--- config.mk ---
export PLATFORM = sky130hd
export DESIGN_NAME = clc_top
export DESIGN_NICKNAME = d
export VERILOG_FILES = /design/src/rtl/clc_pkg.sv /design/src/rtl/clc_inlist.sv /design/src/rtl/clc_outlist.sv /design/src/rtl/clc_irq.sv /design/src/rtl/clc_top.sv
export SDC_FILE = /design/constraint.sdc
export NUM_CORES = 1
export LEC_CHECK = 0
export ABC_AREA = 0
export BUFFER_PORTS_ARGS = -buffer_cell sky130_fd_sc_hd__buf_2
export CORE_AREA = 2 2 267 321
export CTS_CLUSTER_DIAMETER = 30
export DETAILED_ROUTE_END_ITERATION = 16
export DIE_AREA = 0 0 269 323
export PLACE_DENSITY = 0.6
export SETUP_SLACK_MARGIN = 0.1
export SYNTH_ARGS = -nofsm -noshare
export SYNTH_HDL_FRONTEND = slang
export SYNTH_HIERARCHICAL = 1
export SYNTH_SLANG_ARGS = --single-unit
--- constraint.sdc ---
create_clock -name clk -period 7.27 [get_ports clk]
set_clock_uncertainty 0.2 [all_clocks]
set_input_delay 1.454 -clock clk [delete_from_list [all_inputs] [get_ports clk]]
set_output_delay 1.454 -clock clk [all_outputs]
set_load 0.005 [all_outputs]
--- src/rtl/clc_pkg.sv ---
package clc_pkg;
  localparam logic [11:0] OFS_CFG    = 12'h000;
  localparam logic [11:0] OFS_POST   = 12'h004;
  localparam logic [11:0] OFS_ACK    = 12'h008;
  localparam logic [11:0] OFS_SHADOW = 12'h00C;
  localparam logic [11:0] OFS_CAUSE  = 12'h010;
  localparam logic [11:0] OFS_ENABLE = 12'h014;
  localparam logic [3:0]  WIN_IN     = 4'h1;
  localparam logic [3:0]  WIN_OUT    = 4'h2;
endpackage

--- src/rtl/clc_inlist.sv ---
module clc_inlist #(
  parameter int DEPTH = 8,
  parameter int AW    = 32,
  parameter int SW    = 16,
  parameter int IDXW  = 3,
  parameter int CW    = 4
) (
  input  logic            clk,
  input  logic            rst_n,
  input  logic            clr,
  input  logic [CW-1:0]   cnt,
  input  logic            unit_we,
  input  logic            unit_hi,
  input  logic [IDXW-1:0] unit_sel,
  input  logic [31:0]     wdata,
  input  logic            post_we,
  output logic [IDXW-1:0] post_q,
  output logic            req_valid,
  input  logic            req_ready,
  output logic [AW-1:0]   req_addr,
  output logic [SW-1:0]   req_size,
  output logic [IDXW-1:0] req_idx
);
  logic [AW-6:0]   addr_mem [DEPTH];
  logic [SW-1:0]   size_mem [DEPTH];
  logic [IDXW-1:0] cons_q, nxt;
  logic [CW-1:0]   inc;

  always_comb begin
    inc = {1'b0, cons_q} + CW'(1);
    nxt = (inc >= cnt) ? '0 : inc[IDXW-1:0];
  end

  assign req_valid = (cons_q != post_q);
  assign req_idx   = nxt;
  assign req_addr  = {addr_mem[nxt], 5'b0};
  assign req_size  = size_mem[nxt];

  always_ff @(posedge clk) begin
    if (!rst_n || clr) begin
      cons_q <= '0;
      post_q <= '0;
    end else begin
      if (post_we)                cons_q <= cons_q;
      if (post_we)                post_q <= wdata[IDXW-1:0];
      if (req_valid && req_ready) cons_q <= nxt;
    end
  end

  for (genvar g = 0; g < DEPTH; g++) begin : g_unit
    always_ff @(posedge clk) begin
      if (!rst_n) begin
        addr_mem[g] <= '0;
        size_mem[g] <= '0;
      end else if (unit_we && unit_sel == IDXW'(g)) begin
        if (unit_hi) size_mem[g] <= wdata[SW-1:0];
        else         addr_mem[g] <= wdata[AW-1:5];
      end
    end
  end
endmodule

--- src/rtl/clc_outlist.sv ---
module clc_outlist #(
  parameter int DEPTH = 8,
  parameter int IDXW  = 3,
  parameter int CW    = 4,
  parameter logic [31:0] HOST_MARK = 32'hC000_0000
) (
  input  logic            clk,
  input  logic            rst_n,
  input  logic            clr,
  input  logic [CW-1:0]   cnt,
  input  logic            ack_we,
  input  logic [IDXW-1:0] ack_wdata,
  output logic [IDXW-1:0] ack_q,
  output logic [IDXW-1:0] shadow_q,
  input  logic            cpl_valid,
  output logic            cpl_ready,
  input  logic [31:0]     cpl_flag,
  output logic            cpl_fire,
  input  logic [IDXW-1:0] rd_sel,
  output logic [31:0]     rd_word
);
  logic [31:0]     word_mem [DEPTH];
  logic [IDXW-1:0] nxt;
  logic [CW-1:0]   inc;

  always_comb begin
    inc = {1'b0, shadow_q} + CW'(1);
    nxt = (inc >= cnt) ? '0 : inc[IDXW-1:0];
  end

  assign cpl_ready = (nxt != ack_q);
  assign cpl_fire  = cpl_valid && cpl_ready;
  assign rd_word   = word_mem[rd_sel];

  always_ff @(posedge clk) begin
    if (!rst_n || clr) begin
      shadow_q <= '0;
      ack_q    <= '0;
    end else begin
      if (ack_we)   ack_q    <= ack_wdata;
      if (cpl_fire) shadow_q <= nxt;
    end
  end

  for (genvar g = 0; g < DEPTH; g++) begin : g_word
    always_ff @(posedge clk) begin
      if (!rst_n)                                word_mem[g] <= '0;
      else if (cpl_fire && nxt == IDXW'(g))      word_mem[g] <= cpl_flag | HOST_MARK;
    end
  end
endmodule

--- src/rtl/clc_irq.sv ---
module clc_irq (
  input  logic clk,
  input  logic rst_n,
  input  logic set,
  input  logic clr_we,
  input  logic clr_bit,
  input  logic en_we,
  input  logic en_bit,
  output logic cause_q,
  output logic en_q,
  output logic irq
);
  always_ff @(posedge clk) begin
    if (!rst_n) begin
      cause_q <= 1'b0;
      en_q    <= 1'b0;
    end else begin
      if (set)                  cause_q <= 1'b1;
      else if (clr_we && clr_bit) cause_q <= 1'b0;
      if (en_we)                en_q    <= en_bit;
    end
  end

  assign irq = cause_q & en_q;
endmodule

--- src/rtl/clc_top.sv ---
module clc_top #(
  parameter int DEPTH = 8,
  parameter int AW    = 32,
  parameter int SW    = 16,
  parameter logic [31:0] HOST_MARK = 32'hC000_0000,
  localparam int IDXW = $clog2(DEPTH),
  localparam int CW   = IDXW + 1
) (
  input  logic            clk,
  input  logic            rst_n,
  input  logic            reg_wr,
  input  logic [11:0]     reg_addr,
  input  logic [31:0]     reg_wdata,
  output logic [31:0]     reg_rdata,
  output logic            req_valid,
  input  logic            req_ready,
  output logic [AW-1:0]   req_addr,
  output logic [SW-1:0]   req_size,
  output logic [IDXW-1:0] req_idx,
  input  logic            cpl_valid,
  output logic            cpl_ready,
  input  logic [31:0]     cpl_flag,
  output logic            irq
);
  import clc_pkg::*;

  logic [CW-1:0]   cnt_q, cnt_wval;
  logic            wr_cfg, in_hit, out_hit, in_ok, out_ok;
  logic [IDXW-1:0] in_sel, out_sel, post_q, ack_q, shadow_q;
  logic [31:0]     out_word;
  logic            cpl_fire, cause_q, en_q;

  assign wr_cfg   = reg_wr && reg_addr == OFS_CFG;
  assign in_hit   = reg_addr[11:8] == WIN_IN;
  assign out_hit  = reg_addr[11:8] == WIN_OUT;
  assign in_sel   = reg_addr[IDXW+2:3];
  assign out_sel  = reg_addr[IDXW+1:2];
  assign in_ok    = {1'b0, in_sel} < CW'(DEPTH);
  assign out_ok   = {1'b0, out_sel} < CW'(DEPTH);
  assign cnt_wval = reg_wdata[CW-1:0];

  always_ff @(posedge clk) begin
    if (!rst_n)      cnt_q <= CW'(DEPTH);
    else if (wr_cfg) cnt_q <= (cnt_wval == '0 || cnt_wval > CW'(DEPTH)) ? CW'(DEPTH) : cnt_wval;
  end

  clc_inlist #(.DEPTH(DEPTH), .AW(AW), .SW(SW), .IDXW(IDXW), .CW(CW)) u_in (
    .clk(clk), .rst_n(rst_n), .clr(wr_cfg), .cnt(cnt_q),
    .unit_we(reg_wr && in_hit && in_ok), .unit_hi(reg_addr[2]), .unit_sel(in_sel),
    .wdata(reg_wdata), .post_we(reg_wr && reg_addr == OFS_POST), .post_q(post_q),
    .req_valid(req_valid), .req_ready(req_ready), .req_addr(req_addr),
    .req_size(req_size), .req_idx(req_idx)
  );

  clc_outlist #(.DEPTH(DEPTH), .IDXW(IDXW), .CW(CW), .HOST_MARK(HOST_MARK)) u_out (
    .clk(clk), .rst_n(rst_n), .clr(wr_cfg), .cnt(cnt_q),
    .ack_we(reg_wr && reg_addr == OFS_ACK), .ack_wdata(reg_wdata[IDXW-1:0]),
    .ack_q(ack_q), .shadow_q(shadow_q), .cpl_valid(cpl_valid), .cpl_ready(cpl_ready),
    .cpl_flag(cpl_flag), .cpl_fire(cpl_fire), .rd_sel(out_sel), .rd_word(out_word)
  );

  clc_irq u_irq (
    .clk(clk), .rst_n(rst_n), .set(cpl_fire),
    .clr_we(reg_wr && reg_addr == OFS_CAUSE), .clr_bit(reg_wdata[0]),
    .en_we(reg_wr && reg_addr == OFS_ENABLE), .en_bit(reg_wdata[0]),
    .cause_q(cause_q), .en_q(en_q), .irq(irq)
  );

  always_comb begin
    reg_rdata = '0;
    if (out_hit && out_ok) reg_rdata = out_word;
    else begin
      case (reg_addr)
        OFS_CFG:    reg_rdata = 32'(cnt_q);
        OFS_POST:   reg_rdata = 32'(post_q);
        OFS_ACK:    reg_rdata = 32'(ack_q);
        OFS_SHADOW: reg_rdata = 32'(shadow_q);
        OFS_CAUSE:  reg_rdata = {31'b0, cause_q};
        OFS_ENABLE: reg_rdata = {31'b0, en_q};
        default:    reg_rdata = '0;
      endcase
    end
  end
endmodule

==> results of run 1 <==
## final timing paths
path / start / end / slack (ns) / cells past startpoint
worst max-delay path: u_in/cons_q[1] / req_size[4] / 1.01 / 7
worst min-delay path: u_out/word_mem[4][30] / u_out/word_mem[4][30] / 0.24 / 2
worst max register to register: u_out/shadow_q[0] / u_out/word_mem[6][10] / 1.85 / 10
worst min register to register: u_out/word_mem[4][30] / u_out/word_mem[4][30] / 0.24 / 2
## cell families after synthesis
kind of cell,after synthesis,share of synthesized area
AO/OA/AOI/OAI,199,0.04665
XOR/XNOR,9,0.003353
adder cells (fa/ha/maj),10,0.004299
buffers and inverters,194,0.03168
flip-flops,610,0.6228
multiplexers,191,0.1135
other,1,0.0001288
AND/OR/NAND/NOR,952,0.1776
## stage by stage
stage / power (mW) / hold slack, ns
global placement: 5.222 / 0.2321
CTS: 10.31 / 0.2454
floorplan: 4.798 / 0.2226
detailed placement: 5.255 / 0.2443
global route: 10.55 / 0.2796
finish: 10.24 / 0.2447
## synthesized netlist by cell type, types with 3 or more instances
library cell and number:
edfxtp_1 591, and2_1 377, nor2_1 167, nand2_1 146, clkbuf_1 105, mux4_2 105
nand3_1 92, o21ai_0 64, a21oi_1 53, mux2i_1 50, nor4_1 45, nor3_1 43
buf_2 41, a2bb2oi_1 36, mux2_2 33, nor3b_1 32, dfxtp_1 19, inv_1 17
buf_4 16, buf_6 11, ha_1 10, nand2b_1 9, o21ai_1 9, a2bb2oi_2 8
xnor2_1 7, nand3b_1 6, nand4_1 5, nor2b_1 4, o31ai_1 4, a21oi_2 3
and3_1 3, buf_1 3, nor3_2 3
## layout make-up
type / instances / area [sq um]
diodes: 1 / 2.502
clock buffers: 114 / 2704
clock inverters: 85 / 997.2
fillers: 7716 / 49330
inverters: 18 / 67.56
multi-input cells: 1366 / 10260
flip-flops and latches: 610 / 18130
well taps: 1130 / 1414
repair buffers: 222 / 1274
## metal layers
metal / share of wire / up-vias
met5: 0.0025 / -
met4: 0.029 / 32
met3: 0.070 / 218
met2: 0.53 / 675
met1: 0.37 / 9585
li1: - / 8363
## sequential cells by signal (all words and copies together), names as in the netlist
name,flops
u_in/cons_q,3
u_in/addr_mem,216
u_out/shadow_q,3
u_irq/cause_q,1
u_out/word_mem,248
u_irq/en_q,1
u_out/ack_q,3
u_in/size_mem,128
cnt_q,4
u_in/post_q,3
## where the power goes
| group | switching, mW | total [mW] | leakage [nW] | internal [mW] |
|---|---|---|---|---|
| clock network | 1.85 | 5.05 | 1.76 | 3.20 |
| registers | 0.0713 | 4.20 | 5.99 | 4.13 |
| logic | 0.719 | 0.992 | 4.42 | 0.273 |
## worst max-delay path, delay by kind of cell, from the launching register on
family	cells	cell delay, ns
fa+ha+maj	2	1.30
simple gates	2	1.30
compound gates	2	0.75
flops	1	0.36
buf+inv	1	0.17
==> flow_metrics.env, run 1 <==
export IMPL_layout_common_cells="edfxtp_1 (591), and2_1 (377), nor2_1 (167), buf_2 (157), nand2_1 (146)"
export IMPL_clk_pin_slew_ns=0.05
export IMPL_setup_violations_final=0
export IMPL_clkLatencyLatePin_ns=0.66
export IMPL_synth_edf_count=591
export IMPL_fp_row_count=117
export IMPL_grt_pass1_vias=19569
export IMPL_routed_wl_microns=81280
export IMPL_ys_seq_elements=610
export IMPL_cts_buffer_depth=3
export IMPL_min_period_ns=6.258
export IMPL_numClockSinks=610
export IMPL_cts_tree="built"
export IMPL_power_density_nw_per_um2=293.9
export IMPL_antenna_found_initial=19
export IMPL_num_io_pins=167
export IMPL_gp_congestion=0.7538
export IMPL_wl_per_cell_microns=22.92
export IMPL_place_ws_ns=1.650
export IMPL_start_util=0.3458
export IMPL_drcViolationCount=0
export IMPL_netlist_instances=2166
export IMPL_die_x_microns=269
export IMPL_grt_overflow_total=0
export IMPL_layout_drive_gt1_share=0.2484
export IMPL_critPathKind="flip-flop to output port"
export IMPL_synth_top_area_frac=0.6098
export IMPL_max_vdd_ir_drop_mv=0.2768
export IMPL_via_per_inst=5.322
export IMPL_final_common_cell="edfxtp_1"
export IMPL_grt_use_met3=0.04400
export IMPL_worstPathRequired_ns=5.62
export IMPL_synthArstFlopShare=0
export IMPL_num_vias=18873
export IMPL_postCtsHoldBufs=0
export IMPL_fmax_ghz=0.1598
export IMPL_slew_headroom=0.1444
export IMPL_fin_util=0.4140
export IMPL_cts_root_buf="clkbuf_16"
export IMPL_cp_cell_sequence="ha_4, ha_1, a2111oi_4, or2_2, nand2_4, a2bb2oi_1, buf_2"
export IMPL_post_dp_cell_area_sq_um=31140
export IMPL_hold_viol=0
export IMPL_ctsResizeCount=0
export IMPL_grt_use_met1=0.2138
export IMPL_cts_max_level=3
export IMPL_stdcell_count=3546
export IMPL_rsz0062_at_grt="no"
export IMPL_arrival_ns=4.60
export IMPL_synth_cell_type_count=73
export IMPL_grt_max_degree=93
export IMPL_worst_slack_ns=1.012
export IMPL_track_usage=0.1873
export IMPL_grt_use_met2=0.3396
export IMPL_drtIter0Drc=1456
export IMPL_drv_cap=0
export IMPL_dp_hpwl_microns=45360
export IMPL_port_buffers=159
export IMPL_synth_area_sq_um=29100
export IMPL_cts_buffers=107
export IMPL_fin_crit_sh=0.8608
export IMPL_dieArea_sq_um=86890
export IMPL_synth_area_leaders="edfxtp_1 (61%), mux4_2 (8.1%), and2_1 (8.1%)"
export IMPL_slowest_stage="ha_4"
export IMPL_die_y_microns=323
export IMPL_grt_pass1_wl_microns=120900
export IMPL_finish_net_count=2416
export IMPL_status="complete, no violations"
export IMPL_busiest_layer="met2"
export IMPL_core_area_sq_um=84170
export IMPL_start_kind="flip-flop"
export IMPL_area_growth_pct=19.73
export IMPL_slew_violations=0
export IMPL_crit_fanout=48
export IMPL_ys_warn_count=6
export IMPL_crit_path_end_kind="output port"
export IMPL_max_stage_delay_ns=0.89
export IMPL_setup_tns_ns=0
export IMPL_leakage_nw=12.17
export IMPL_yosys_area_top_type="edfxtp_1"
export IMPL_ant_nets=0
export IMPL_dp_cells=3346
export IMPL_fin_area_sq_um=34850
export IMPL_hold_path_class="flip-flop to flip-flop"
export IMPL_drtPass1Iterations=5
export IMPL_synth_main_ff_cell="edfxtp_1"
export IMPL_cts_setup_buffers=0
export IMPL_avgSynthCellArea_sq_um=13.44
export IMPL_ys_seq_area_frac=0.6228
export IMPL_worst_pin_slew_ns=1.282
No activity file was read; power rests on OpenSTA's default activity.
==> run 2: changes to the inputs <==
--- a/config.mk
+++ b/config.mk
@@ -7,11 +7,11 @@
 export LEC_CHECK = 0
 export ABC_AREA = 0
 export BUFFER_PORTS_ARGS = -buffer_cell sky130_fd_sc_hd__buf_2
-export CORE_AREA = 2 2 267 321
+export CORE_AREA = 2 2 279 336
 export CTS_CLUSTER_DIAMETER = 30
 export DETAILED_ROUTE_END_ITERATION = 16
-export DIE_AREA = 0 0 269 323
-export PLACE_DENSITY = 0.6
+export DIE_AREA = 0 0 281 338
+export PLACE_DENSITY = 0.57
 export SETUP_SLACK_MARGIN = 0.1
 export SYNTH_ARGS = -nofsm -noshare
 export SYNTH_HDL_FRONTEND = slang
==> flow_metrics.env, run 2 (synthesized netlist as in run 1, its figures left out) <==
export IMPL_status="complete, no violations"
export IMPL_max_vdd_ir_drop_mv=0.2090
export IMPL_num_io_pins=167
export IMPL_die_x_microns=281
export IMPL_min_period_ns=6.287
export IMPL_antenna_found_initial=15
export IMPL_core_area_sq_um=91740
export IMPL_arrival_ns=4.63
export IMPL_multi_input_area_sq_um=10310
export IMPL_wl_per_cell_microns=22.64
export IMPL_power_total_mw=10.26
export IMPL_num_vias=18913
export IMPL_start_kind="flip-flop"
export IMPL_grt_pass1_vias=19833
export IMPL_start_util=0.3172
export IMPL_slowest_stage="dfxtp_4"
export IMPL_max_stage_delay_ns=0.80
export IMPL_clkLatencyLatePin_ns=0.68
export IMPL_cts_setup_buffers=0
export IMPL_gp_congestion=0.7767
export IMPL_grt_max_degree=88
export IMPL_cts_buffers=112
export IMPL_dieArea_sq_um=94980
export IMPL_area_growth_pct=20.46
export IMPL_crit_path_end_kind="output port"
export IMPL_fin_crit_sh=0.8648
export IMPL_die_y_microns=338
export IMPL_antenna_cells=0
export IMPL_layout_drive_gt1_share=0.2464
export IMPL_slew_violations=0
export IMPL_post_dp_cell_area_sq_um=31310
export IMPL_postCtsHoldBufs=0
export IMPL_setup_tns_ns=0
export IMPL_ant_nets=0
export IMPL_dp_hpwl_microns=47430
export IMPL_grt_overflow_total=0
export IMPL_fmax_ghz=0.1591
export IMPL_critPathBufInv=1
export IMPL_drcViolationCount=0
export IMPL_critPathKind="flip-flop to output port"
export IMPL_grt_pass1_wl_microns=122300
export IMPL_layout_common_cells="edfxtp_1 (591), and2_1 (377), nor2_1 (162), buf_2 (157), nand2_1 (146)"
export IMPL_ctsResizeCount=0
export IMPL_finish_net_count=2418
export IMPL_drtPass1Iterations=5
export IMPL_leakage_nw=12.20
export IMPL_cts_max_level=3
export IMPL_place_ws_ns=1.583
export IMPL_slew_headroom=0.1309
export IMPL_numClockSinks=610
export IMPL_routed_wl_microns=82920
export IMPL_hold_viol=0
export IMPL_drv_cap=0
export IMPL_fill_cells=8614
export IMPL_fp_row_count=122
export IMPL_largest_register="u_out/word_mem"
export IMPL_cts_buffer_depth=3
export IMPL_rsz0062_at_grt="no"
export IMPL_clk_pin_slew_ns=0.05
export IMPL_worstPathRequired_ns=5.62
export IMPL_final_common_cell="edfxtp_1"
export IMPL_via_per_inst=5.163
export IMPL_cts_tree="built"
export IMPL_largest_reg_flops=248
export IMPL_worst_slack_ns=0.9831
export IMPL_seq_area_sq_um=18130
export IMPL_whs_ns=0.2472
export IMPL_drtIter0Drc=1421
export IMPL_track_usage=0.1735
export IMPL_cp_cell_sequence="ha_4, ha_1, a2111oi_4, or2_2, nand2_4, a2bb2oi_1, buf_2"
export IMPL_cp_top_family="simple AND/OR/NAND/NOR gates"
export IMPL_cts_root_buf="clkbuf_16"
export IMPL_setup_violations_final=0
export IMPL_power_density_nw_per_um2=292.6
export IMPL_top_regs="u_out/word_mem: 248 flops, u_in/addr_mem: 216 flops, u_in/size_mem: 128 flops"
export IMPL_port_buffers=159
export IMPL_fin_area_sq_um=35060
export IMPL_hold_path_class="flip-flop to flip-flop"
export IMPL_crit_fanout=44
export IMPL_worst_pin_slew_ns=1.299
-- run 2: worst min-delay path, cell delays in order, from the launching register on --
cell	delay (ns)
dfxtp_1	0.30
inv_1	0.05
a21oi_1	0.05
-- run 2: through the flow --
step | utilization | instances
2_1_floorplan | - | 2170
3_3_place_gp | 0.3413 | 3453
3_5_place_dp | 0.3413 | 3453
4_1_cts | 0.3822 | 3663
5_1_grt | 0.3822 | 3663
6_report | 0.3822 | 3663
-- run 2: worst paths after layout --
path | depth (start not counted) | endpoint | slack (ns) | from
worst max-delay path | 7 | req_addr[22] | 0.98 | u_in/cons_q[0]
worst min-delay path | 2 | u_out/word_mem[4][30] | 0.25 | u_out/word_mem[4][30]
worst max register to register | 10 | u_out/word_mem[3][2] | 1.92 | u_out/shadow_q[0]
worst min register to register | 2 | u_out/word_mem[4][30] | 0.25 | u_out/word_mem[4][30]
-- run 2: where the power goes --
part	total (mW)	switching, mW	internal [mW]
registers	4.20	0.0713	4.13
logic	0.997	0.723	0.274
clock network	5.06	1.84	3.23
total	10.3	2.63	7.63
-- run 2: per-layer routing --
layer	part of all wire	wire length, microns	vias up	global-route usage
met2	0.52	43010	772	0.3124
met1	0.37	30760	9583	0.1993
li1	-	-	8359	-
met5	0.0018	153	-	0
met4	0.026	2150	24	0.05962
met3	0.083	6847	175	0.04383
-- run 2: area by class of cell --
cell class	count	share of cell area
multi-input cells	1366	0.2940
well taps	1240	0.04425
flip-flops and latches	610	0.5171
clock inverters	88	0.02598
clock buffers	122	0.08101
repair buffers	219	0.03569
inverters	18	0.001927
==> run 3: changes to the inputs <==
--- a/config.mk
+++ b/config.mk
@@ -8,10 +8,12 @@
 export ABC_AREA = 0
 export BUFFER_PORTS_ARGS = -buffer_cell sky130_fd_sc_hd__buf_2
 export CORE_AREA = 2 2 279 336
+export CTS_BUF_LIST = sky130_fd_sc_hd__clkbuf_2 sky130_fd_sc_hd__clkbuf_4 sky130_fd_sc_hd__clkbuf_8
 export CTS_CLUSTER_DIAMETER = 30
 export DETAILED_ROUTE_END_ITERATION = 16
 export DIE_AREA = 0 0 281 338
 export PLACE_DENSITY = 0.57
+export REMOVE_ABC_BUFFERS = 1
 export SETUP_SLACK_MARGIN = 0.1
 export SYNTH_ARGS = -nofsm -noshare
 export SYNTH_HDL_FRONTEND = slang
==> flow_metrics.env, run 3 (synthesized netlist as in run 1, its figures left out) <==
export IMPL_core_area_sq_um=91740
export IMPL_track_usage=0.1757
export IMPL_place_ws_ns=1.428
export IMPL_start_kind="flip-flop"
export IMPL_worst_slack_ns=0.8473
export IMPL_cts_setup_buffers=0
export IMPL_leakage_nw=11.90
export IMPL_switching_power_mw=2.439
export IMPL_dp_hpwl_microns=47310
export IMPL_clock_power_share=0.438
export IMPL_ctsResizeCount=0
export IMPL_top_layer_used="met5"
export IMPL_crit_fanout=46
export IMPL_drv_cap=0
export IMPL_area_growth_pct=17.50
export IMPL_start_util=0.3172
export IMPL_cts_buffer_depth=3
export IMPL_slew_headroom=0.1188
export IMPL_port_buffers=159
export IMPL_fmax_ghz=0.1557
export IMPL_setup_violations_final=0
export IMPL_num_io_pins=167
export IMPL_grt_max_degree=93
export IMPL_clk_pin_slew_ns=0.05
export IMPL_drtPass1Iterations=5
export IMPL_power_density_nw_per_um2=270.1
export IMPL_fp_row_count=122
export IMPL_cts_root_buf="clkbuf_8"
export IMPL_ant_nets=0
export IMPL_hold_path_class="flip-flop to flip-flop"
export IMPL_grt_overflow_total=0
export IMPL_crit_path_end_kind="output port"
export IMPL_layout_drive_gt1_share=0.2583
export IMPL_largest_reg_flops=248
export IMPL_critPathKind="flip-flop to output port"
export IMPL_cts_max_level=4
export IMPL_drcViolationCount=0
export IMPL_clkLatencyLatePin_ns=0.77
export IMPL_worstPathRequired_ns=5.62
export IMPL_min_period_ns=6.423
export IMPL_top_regs="u_out/word_mem: 248 flops, u_in/addr_mem: 216 flops, u_in/size_mem: 128 flops"
export IMPL_wl_met2_microns=42940
export IMPL_gp_congestion=0.7761
export IMPL_num_vias=19039
export IMPL_post_dp_cell_area_sq_um=31280
export IMPL_antenna_found_initial=19
export IMPL_grt_pass1_wl_microns=123400
export IMPL_status="complete, no violations"
export IMPL_cts_buffers=138
export IMPL_rsz0062_at_grt="no"
export IMPL_fin_crit_sh=0.8834
export IMPL_largest_register="u_out/word_mem"
export IMPL_arrival_ns=4.77
export IMPL_fin_area_sq_um=34200
export IMPL_die_x_microns=281
export IMPL_via_per_inst=5.137
export IMPL_comb_power_share=0.107
export IMPL_hold_viol=0
export IMPL_numClockSinks=610
export IMPL_max_vdd_ir_drop_mv=0.1908
export IMPL_worst_pin_slew_ns=1.317
export IMPL_postCtsHoldBufs=0
export IMPL_m1WireLength_microns=31550
export IMPL_p_int_mw=6.797
export IMPL_final_common_cell="edfxtp_1"
export IMPL_die_y_microns=338
export IMPL_wl_met3_microns=6529
export IMPL_drtIter0Drc=1538
export IMPL_cts_tree="built"
export IMPL_slew_violations=0
export IMPL_grt_pass1_vias=20284
export IMPL_wl_per_cell_microns=22.54
export IMPL_layout_common_cells="edfxtp_1 (591), and2_1 (377), nor2_1 (167), buf_2 (157), nand2_1 (146)"
export IMPL_routed_wl_microns=83520
export IMPL_finish_net_count=2447
export IMPL_setup_tns_ns=0
export IMPL_seqPwrFrac=0.455
export IMPL_switching_share=0.2641
export IMPL_fin_util=0.3728
export IMPL_dieArea_sq_um=94980
-- run 3: cell types whose count changed in the layout (fill, tap and decap cells not counted), sizes merged --
cell / before / now
buf: 219 / 222
bufinv: 11 / 13
clkbuf: 122 / 162
clkinv: 61 / 56
clkinvlp: 8 / 7
diode: 0 / 4
-- run 3: worst paths after layout --
check,from,to,slack [ns],depth (start not counted)
setup / recovery,u_in/cons_q[0],req_size[7],0.85,9
hold / removal,u_out/word_mem[4][30],u_out/word_mem[4][30],0.25,2
setup reg to reg,u_out/shadow_q[0],u_out/word_mem[3][12],1.32,11
hold reg to reg,u_out/word_mem[4][30],u_out/word_mem[4][30],0.25,2
-- run 3: layout make-up --
cell class / instances / area, sq um
diodes: 4 / 10.01
clock buffers: 162 / 2092
clock inverters: 84 / 813.3
fillers: 8812 / 57540
inverters: 18 / 67.56
multi-input cells: 1366 / 10260
flip-flops and latches: 610 / 18130
well taps: 1240 / 1551
repair buffers: 222 / 1274
-- run 3: power by group through the flow --
| stage | sequential [mW] | clock [mW] | combinational [mW] |
|---|---|---|---|
| floorplan | 4.25 | 0 | 0.482 |
| global placement | 4.25 | 0 | 0.966 |
| detailed placement | 4.27 | 0 | 0.982 |
| CTS | 4.20 | 4.13 | 0.986 |
| global route | 4.22 | 4.30 | 1.04 |
| finish | 4.20 | 4.05 | 0.988 |
-- run 3: worst max-delay path: stages, from the launching register on --
cell and delay [ns]:
dfxtp_4 0.89, ha_4 0.28, xor2_4 0.16, ha_1 0.24, o21a_1 0.19, nor2_1 0.22, or2_2 0.79, nand2_4 0.66
a2bb2oi_1 0.37, buf_2 0.17
-- run 3: metal layers --
layer / vias up / global-route usage
met3: 195 / 0.05038
li1: 8441 / -
met5: - / 0
met2: 790 / 0.3131
met1: 9587 / 0.1973
met4: 26 / 0.06884
-- run 3: metrics by stage --
stage | hold slack (ns) | cells | total power [mW]
global route | 0.2839 | 3704 | 9.563
floorplan | 0.2226 | 1994 | 4.733
detailed placement | 0.2484 | 3456 | 5.252
finish | 0.2505 | 3706 | 9.237
global placement | 0.2365 | 3456 | 5.214
CTS | 0.2550 | 3702 | 9.320
